--- src/rtl/crtc_addr_pkg.sv ---
package crtc_addr_pkg;

  typedef enum logic [1:0] {
    AM_BYTE     = 2'd0,
    AM_WORD     = 2'd1,
    AM_DWORD    = 2'd2,
    AM_BYTE_ALT = 2'd3
  } addr_mode_e;

  // interval encoded as (enables per advance) - 1
  typedef logic [1:0] ivl_code_t;

  function automatic ivl_code_t ivl_decode(input logic ul4, input logic cnt2);
    ivl_code_t r;
    if (cnt2)     r = 2'd1;   // every 2, regardless of ul4
    else if (ul4) r = 2'd3;   // every 4
    else          r = 2'd0;   // every 1
    return r;
  endfunction

endpackage

--- src/rtl/crtc_rate_presc.sv ---
module crtc_rate_presc
  import crtc_addr_pkg::*;
(
  input  logic clk,
  input  logic rst,
  input  logic load,
  input  logic char_en,
  input  logic cfg_ul4,
  input  logic cfg_cnt2,
  output logic advance
);

  ivl_code_t pre_cnt;
  ivl_code_t ivl_last;

  assign advance = char_en && !load && (pre_cnt == ivl_last);

  always_ff @(posedge clk) begin
    if (rst) begin
      pre_cnt  <= '0;
      ivl_last <= '0;
    end else if (load) begin
      pre_cnt  <= '0;
      ivl_last <= ivl_decode(cfg_ul4, cfg_cnt2);
    end else if (char_en) begin
      if (pre_cnt == ivl_last) pre_cnt <= '0;
      else                     pre_cnt <= pre_cnt + 2'd1;
    end
  end

endmodule

--- src/rtl/crtc_ma_counter.sv ---
module crtc_ma_counter #(
  parameter int ADDR_W = 16
) (
  input  logic              clk,
  input  logic              rst,
  input  logic              frame_start,
  input  logic              line_start,
  input  logic              row_wrap,
  input  logic              advance,
  input  logic [ADDR_W-1:0] start_addr,
  input  logic [ADDR_W-1:0] row_offset,
  output logic [ADDR_W-1:0] ma_cnt
);

  logic [ADDR_W-1:0] row_base;
  logic [ADDR_W-1:0] next_base;

  assign next_base = row_wrap ? (row_base + row_offset) : row_base;

  always_ff @(posedge clk) begin
    if (rst) begin
      ma_cnt   <= '0;
      row_base <= '0;
    end else if (frame_start) begin
      ma_cnt   <= start_addr;
      row_base <= start_addr;
    end else if (line_start) begin
      ma_cnt   <= next_base;
      row_base <= next_base;
    end else if (advance) begin
      ma_cnt   <= ma_cnt + 1'b1;
    end
  end

endmodule

--- src/rtl/crtc_addr_remap.sv ---
module crtc_addr_remap
  import crtc_addr_pkg::*;
#(
  parameter int ADDR_W = 16,
  parameter int SUB_LO = 13
) (
  input  logic              clk,
  input  logic              rst,
  input  logic [ADDR_W-1:0] ma_cnt,
  input  logic [1:0]        mode,
  input  logic              word_hi,
  input  logic [1:0]        row_scan_lo,
  input  logic [1:0]        sub_keep,
  output logic [ADDR_W-1:0] fb_addr
);

  localparam int WFILL_HI = ADDR_W - 1;
  localparam int WFILL_LO = ADDR_W - 3;
  localparam int DFILL_1  = ADDR_W - 3;
  localparam int DFILL_0  = ADDR_W - 4;

  logic [ADDR_W-1:0] reorg;
  logic [ADDR_W-1:0] subst;

  always_comb begin
    unique case (addr_mode_e'(mode))
      AM_WORD:  reorg = {ma_cnt[ADDR_W-2:0],
                         word_hi ? ma_cnt[WFILL_HI] : ma_cnt[WFILL_LO]};
      AM_DWORD: reorg = {ma_cnt[ADDR_W-3:0], ma_cnt[DFILL_1], ma_cnt[DFILL_0]};
      default:  reorg = ma_cnt;
    endcase
  end

  for (genvar gi = 0; gi < ADDR_W; gi++) begin : g_bit
    if (gi >= SUB_LO && gi < SUB_LO + 2) begin : g_sub
      assign subst[gi] = sub_keep[gi-SUB_LO] ? reorg[gi] : row_scan_lo[gi-SUB_LO];
    end else begin : g_pass
      assign subst[gi] = reorg[gi];
    end
  end

  always_ff @(posedge clk) begin
    if (rst) fb_addr <= '0;
    else     fb_addr <= subst;
  end

endmodule

--- src/rtl/crtc_vclk_div.sv ---
module crtc_vclk_div (
  input  logic clk,
  input  logic rst,
  input  logic hretrace,
  input  logic div2,
  output logic vclk_en
);

  logic phase;

  always_ff @(posedge clk) begin
    if (rst) begin
      phase   <= 1'b0;
      vclk_en <= 1'b0;
    end else begin
      vclk_en <= hretrace && (!div2 || phase);
      if (hretrace) phase <= !phase;
    end
  end

endmodule

--- src/rtl/crtc_addr_gen.sv ---
module crtc_addr_gen #(
  parameter int ADDR_W = 16,
  parameter int SUB_LO = 13
) (
  input  logic              clk,
  input  logic              rst,
  input  logic              char_en,
  input  logic              frame_start,
  input  logic              line_start,
  input  logic              row_wrap,
  input  logic [ADDR_W-1:0] start_addr,
  input  logic [ADDR_W-1:0] row_offset,
  input  logic [1:0]        row_scan_lo,
  input  logic              hretrace,
  input  logic              cfg_ul4,
  input  logic              cfg_cnt2,
  input  logic [1:0]        cfg_addr_mode,
  input  logic              cfg_word_hi,
  input  logic              cfg_keep13,
  input  logic              cfg_keep14,
  input  logic              cfg_vdiv2,
  output logic [ADDR_W-1:0] fb_addr,
  output logic              vclk_en
);

  logic              load;
  logic              advance;
  logic [ADDR_W-1:0] ma_cnt;

  assign load = frame_start || line_start;

  crtc_rate_presc u_presc (
    .clk      (clk),
    .rst      (rst),
    .load     (load),
    .char_en  (char_en),
    .cfg_ul4  (cfg_ul4),
    .cfg_cnt2 (cfg_cnt2),
    .advance  (advance)
  );

  crtc_ma_counter #(.ADDR_W(ADDR_W)) u_cnt (
    .clk         (clk),
    .rst         (rst),
    .frame_start (frame_start),
    .line_start  (line_start),
    .row_wrap    (row_wrap),
    .advance     (advance),
    .start_addr  (start_addr),
    .row_offset  (row_offset),
    .ma_cnt      (ma_cnt)
  );

  crtc_addr_remap #(.ADDR_W(ADDR_W), .SUB_LO(SUB_LO)) u_remap (
    .clk         (clk),
    .rst         (rst),
    .ma_cnt      (ma_cnt),
    .mode        (cfg_addr_mode),
    .word_hi     (cfg_word_hi),
    .row_scan_lo (row_scan_lo),
    .sub_keep    ({cfg_keep14, cfg_keep13}),
    .fb_addr     (fb_addr)
  );

  crtc_vclk_div u_vdiv (
    .clk      (clk),
    .rst      (rst),
    .hretrace (hretrace),
    .div2     (cfg_vdiv2),
    .vclk_en  (vclk_en)
  );

endmodule

--- config.mk ---
export PLATFORM = sky130hd
export DESIGN_NAME = crtc_addr_gen
export DESIGN_NICKNAME = d
export VERILOG_FILES = /design/src/rtl/crtc_addr_pkg.sv /design/src/rtl/crtc_rate_presc.sv /design/src/rtl/crtc_ma_counter.sv /design/src/rtl/crtc_addr_remap.sv /design/src/rtl/crtc_vclk_div.sv /design/src/rtl/crtc_addr_gen.sv
export SDC_FILE = /design/constraint.sdc
export NUM_CORES = 1
export LEC_CHECK = 0
export BUFFER_PORTS_ARGS = -buffer_cell sky130_fd_sc_hd__buf_4
export CAP_MARGIN = 0
export CORE_ASPECT_RATIO = 1.2
export CORE_MARGIN = 2
export CORE_UTILIZATION = 35
export CTS_CLUSTER_DIAMETER = 200
export DETAILED_ROUTE_END_ITERATION = 16
export PLACE_DENSITY = 0.66
export SLEW_MARGIN = 20
export SYNTH_ARGS = -nofsm -noshare
export SYNTH_HDL_FRONTEND = slang
export SYNTH_SLANG_ARGS = --single-unit
--- constraint.sdc ---
create_clock -name clk -period 3.4 [get_ports clk]
set_input_delay 0.68 -clock clk [delete_from_list [all_inputs] [get_ports clk]]
set_output_delay 0.68 -clock clk [all_outputs]
set_load 0.05 [all_outputs]
* Word level (Yosys, flattened, before mapping) *
Cells that the tools add are included.

word-level totals
  register bits = 54
  bits of input ports = 49

operators by class
  add/subtract/negate cells = 3
  equal/unequal tests = 3
  multiplexer cells = 13
  reductions and logical operators = 11

operators by type and width
  kind                     count
  $mux W16                 6
  $pmux W16 S2             1
  $add A16 B1 Y16 const B  1
  $add A16 B16 Y16         1
  $mux W2                  3
  $logic_and A1 B1 Y1      3
  $logic_not A1 Y1         3
  $mux W1                  3
  $reduce_bool A3 Y1       1
  $add A2 B1 Y2 const B    1
  $eq A2 B1 Y1 const B     1
  $eq A2 B2 Y1             1
  $eq A2 B2 Y1 const B     1
  $logic_or A1 B1 Y1       2
  $reduce_bool A2 Y1       1
  $reduce_or A2 Y1         1

* Depth between registers and ports, before layout *
  word-level depth = 7
  mapped depth = 10
  gate-level depth less buffers = 10

* Modules after synthesis *
From an unflattened synthesis, not the netlist that was laid out.

second synthesis, totals
  cells, all modules = 434
  area total of the unflattened synthesis = 3598.5 sq um

by module, submodules not included
  module           instances  cells each  area each (sq um)  sequential area each (sq um)
  crtc_ma_counter  1          321         2502.4             640.6
  crtc_addr_remap  1          84          805.8              320.3
  crtc_rate_presc  1          22          212.7              80.1
  crtc_vclk_div    1          6           71.3               40.0
  crtc_addr_gen    1          1           6.3                0.0

* Least setup slack after synthesis *
OpenSTA, ideal clock, no wires.

  kind = input port to flip-flop
  start point = input port row_offset[0]
  end point = register u_cnt.ma_cnt[10]
  library setup time = 0.091 ns
  arrival time = 2.685 ns
  slack = 0.624 ns
  stages on the path = 10
  cells stage by stage = ha_1 -> fa_1 -> a21o_1 -> a21oi_2 -> o211a_4 -> a211o_4 -> nor4bb_1 -> nor3_1 -> o2bb2ai_1 -> a311oi_1

between the ends
  longest elaborated chain between the ends = 4

ends and longest elaborated chain
  element                 line                   RTL
  start: declaration      crtc_addr_gen.sv:12    input logic [ADDR_W-1:0] row_offset,
  $add A16 B16 Y16        crtc_ma_counter.sv:18  assign next_base = row_wrap ? (row_base + row_offset) : row_base;
  $mux W16                crtc_ma_counter.sv:18
  $mux W16                crtc_ma_counter.sv:27  end else if (line_start) begin
  $mux W16                crtc_ma_counter.sv:24  end else if (frame_start) begin
  end signal: assignment  crtc_ma_counter.sv:25  ma_cnt <= start_addr;
  end signal: assignment  crtc_ma_counter.sv:28  ma_cnt <= next_base;
  end signal: assignment  crtc_ma_counter.sv:31  ma_cnt <= ma_cnt + 1'b1;
  end: declaration        crtc_ma_counter.sv:12  output logic [ADDR_W-1:0] ma_cnt

No other way between the ends.
A chain may end at the register's enable or synchronous reset.

* Worst setup path after layout *
Same ends and word-level chain as after synthesis.

==> flow_summary.json <==
{
  "status": "complete, no violations",
  "setup-tns-final_ps": 0,
  "postSynthCellCount": 441,
  "cts_setup_buffers": 0,
  "cts_root_buffer": "clkbuf_16",
  "detailed_place_hpwl_um": 6580,
  "wl_met1_um": 4040,
  "critPathArrivalTime_ps": 3000,
  "wl_met2_um": 4390,
  "synth_top_cells_by_count": "nor2_1 (59), dfxtp_1 (54), a21oi_1 (53)",
  "synth-edff-count": 0,
  "ys.flop_type": "dfxtp_1",
  "cts_resized": 0,
  "htree_levels": 2,
  "rrSetupSlack_ps": 770,
  "initial_core_util_pct": 36.0,
  "fmax_ghz": 0.357,
  "fin_crit_sh_pct": 82.5,
  "cp.required_ps": 3600,
  "power_density_mw_per_mm2": 409,
  "synth_top_area_share_pct": 31.4,
  "grt_use_total_pct": 16.9,
  "port_buffers": 65,
  "cp_max_fo": 4,
  "die_area_mm2": 0.0106,
  "core-area_mm2": 0.00956,
  "grt_max_degree": 57,
  "grt_pass1_wl_um": 14800,
  "slew_headroom_pct": 46.7,
  "routed_wl_um": 8930,
  "syn_nets": 509,
  "antenna_cells": 0,
  "path_cells": "buf_4 -> ha_1 -> fa_1 -> a21o_1 -> a21oi_2 -> o211a_4 -> a211o_4 -> nor4bb_1 -> nor3_1 -> o2bb2ai_1 -> a311oi_1",
  "hp-class": "reg -> reg",
  "finalMaxSlewViolations": 0,
  "worst_path_max_delay_cell": "fa_1",
  "worstSetupPathType": "in -> reg",
  "remaining_drc_errors": 0,
  "grt_pass1_vias": 3174,
  "ys_seq_elements": 54,
  "wl_per_cell_um": 14.7,
  "final_nets": 551,
  "syn2layout_area_growth_pct": 20.4,
  "die_w_um": 94.5,
  "finalPower_uw": 1700,
  "critPathLaunchType": "primary input",
  "cts_tree": "done",
  "synth_top_area_cell": "dfxtp_1",
  "crit_path_end_kind": "register",
  "placementRows": 39,
  "finalCriticalPeriod_ps": 2800,
  "clk_pin_slew_ps": 70,
  "yosys-top-cells-area": "dfxtp_1 (31%), a21oi_1 (7.7%), ha_1 (6.5%)",
  "ant_nets": 0,
  "hold_violations": 0,
  "drv_cap": 0,
  "firstDrtPassIters": 5,
  "gp_congestion": 0.874,
  "finClkSkew_ps": 4.17,
  "clock_sinks": 54,
  "synth.most_common_cell": "nor2_1",
  "seq_area_frac_synth_pct": 31.4,
  "ys_types": 55,
  "yosysWarnings": 0,
  "critPathMaxStageDelay_ps": 400,
  "drtIter0Drc": 207,
  "fin_hold_ws_ps": 470,
  "postCtsHoldBufs": 0,
  "overflow": 0,
  "ios": 66,
  "clk_path_buf_depth": 2,
  "synth-async-reset-ratio_pct": 0,
  "power_leakage_uw": 0.00167,
  "syn-cell-area_mm2": 0.00344,
  "peakVddDrop_mv": 0.258,
  "antenna_found_initial": 0,
  "insertion_delay_ps": 290,
  "via_count": 3323,
  "met3WireLength_um": 396,
  "rsz0062_at_grt": "false",
  "finalSetupViolCount": 0,
  "final_util_pct": 43.3,
  "avgSynthCellArea_um2": 7.80,
  "die_y_um": 113,
  "worst_slew_pin_slew_ps": 800,
  "routed.top_layer": "met4",
  "n_fill_cell": 993,
  "vias_per_cell": 5.47,
  "drive_gt1_share_pct": 18.4,
  "cts_buffers": 5
}
layout by cell type, fill, tap and decap left out, types with 2 or more instances in the layout:
cell type,netlist,final
a211oi_1,6,6
a21o_1,8,8
a21oi_1,53,53
a21oi_2,2,2
a221oi_1,11,11
a22oi_1,13,13
a311o_1,2,2
a311oi_1,4,4
a31oi_1,8,8
a41oi_1,2,2
and3_1,3,3
buf_4,0,68
clkbuf_16,0,5
clkbuf_8,0,2
dfxtp_1,54,54
ha_1,18,18
inv_1,13,13
mux2_2,2,2
mux2i_1,7,7
nand2_1,38,38
nand2b_1,7,7
nand3_1,12,12
nand3b_1,2,2
nand4_1,4,4
nor2_1,59,59
nor2b_1,2,2
nor3_1,13,13
nor3b_1,2,2
o211ai_1,3,3
o21a_1,5,5
o21ai_0,11,11
or2_2,3,3
xnor2_1,16,16
xor2_1,3,3
worst paths after layout:
check / start / end / cells past startpoint
worst max-delay path: row_offset[0] / u_cnt.ma_cnt[10]$_SDFFE_PP0P_ / 11
worst min-delay path: u_presc.ivl_last[1]$_SDFFE_PP0P_ / u_presc.ivl_last[1]$_SDFFE_PP0P_ / 2
worst max register to register: u_cnt.row_base[0]$_SDFFE_PP0P_ / u_cnt.ma_cnt[10]$_SDFFE_PP0P_ / 10
worst min register to register: u_presc.ivl_last[1]$_SDFFE_PP0P_ / u_presc.ivl_last[1]$_SDFFE_PP0P_ / 2
critical path, delay by kind of cell:
kind                       cells  cell delay [ps]
and+or+nand+nor                2              440
AOI/OAI and AO/OA              6             1140
adders and majority gates      2              620
buffers and inverters          1              110
cell families after synthesis:
kind of cell / count (synthesis) / synth area share (%)
compound gates: 144 / 29.3
xor+xnor: 19 / 4.84
fa+ha+maj: 19 / 7.13
buf+inv: 46 / 5.02
flops: 54 / 31.4
mux: 9 / 2.69
simple gates: 150 / 19.6
report_power, final:
| group | switching (uW) | total, uW | internal, uW | leakage [uW] |
|---|---|---|---|---|
| Clock | 234 | 549 | 315 | 0.0000801 |
| Sequential | 42.1 | 716 | 674 | 0.000444 |
| Combinational | 245 | 431 | 185 | 0.00114 |
area by class of cell:
| cell class | count | area (um^2) | share of cell area (%) |
|---|---|---|---|
| tap | 123 | 154 | 3.71 |
| inverter | 13 | 48.8 | 1.18 |
| clock inverter | 1 | 8.76 | 0.211 |
| multi-input combinational | 341 | 2190 | 52.8 |
| sequential | 54 | 1080 | 26.1 |
| clock buffer | 7 | 153 | 3.68 |
| timing repair buffer | 68 | 510 | 12.3 |
metal layers:
metal	global-route usage, %	up-vias
met1	22.0	1554
met2	29.4	83
met3	2.28	8
li1	-	1678
met4	4.35	0
met5	0	-
per-stage QoR:
stage                     area [um^2]  setup slack [ps]  instances
final                            4140               596        607
after CTS                        4140               596        607
after global routing             4140               422        607
after detailed placement         3980               300        599
after floorplan                  3440               624        441
after global placement           3980               380        599
sequential cells by signal (all words and copies together), names as in the netlist:
register,flops
u_cnt.ma_cnt,16
u_cnt.row_base,16
u_presc.ivl_last,2
u_presc.pre_cnt,2
u_remap.fb_addr,16
u_vdiv.phase,1
u_vdiv.vclk_en,1
Power figures use the tool's default switching activity.
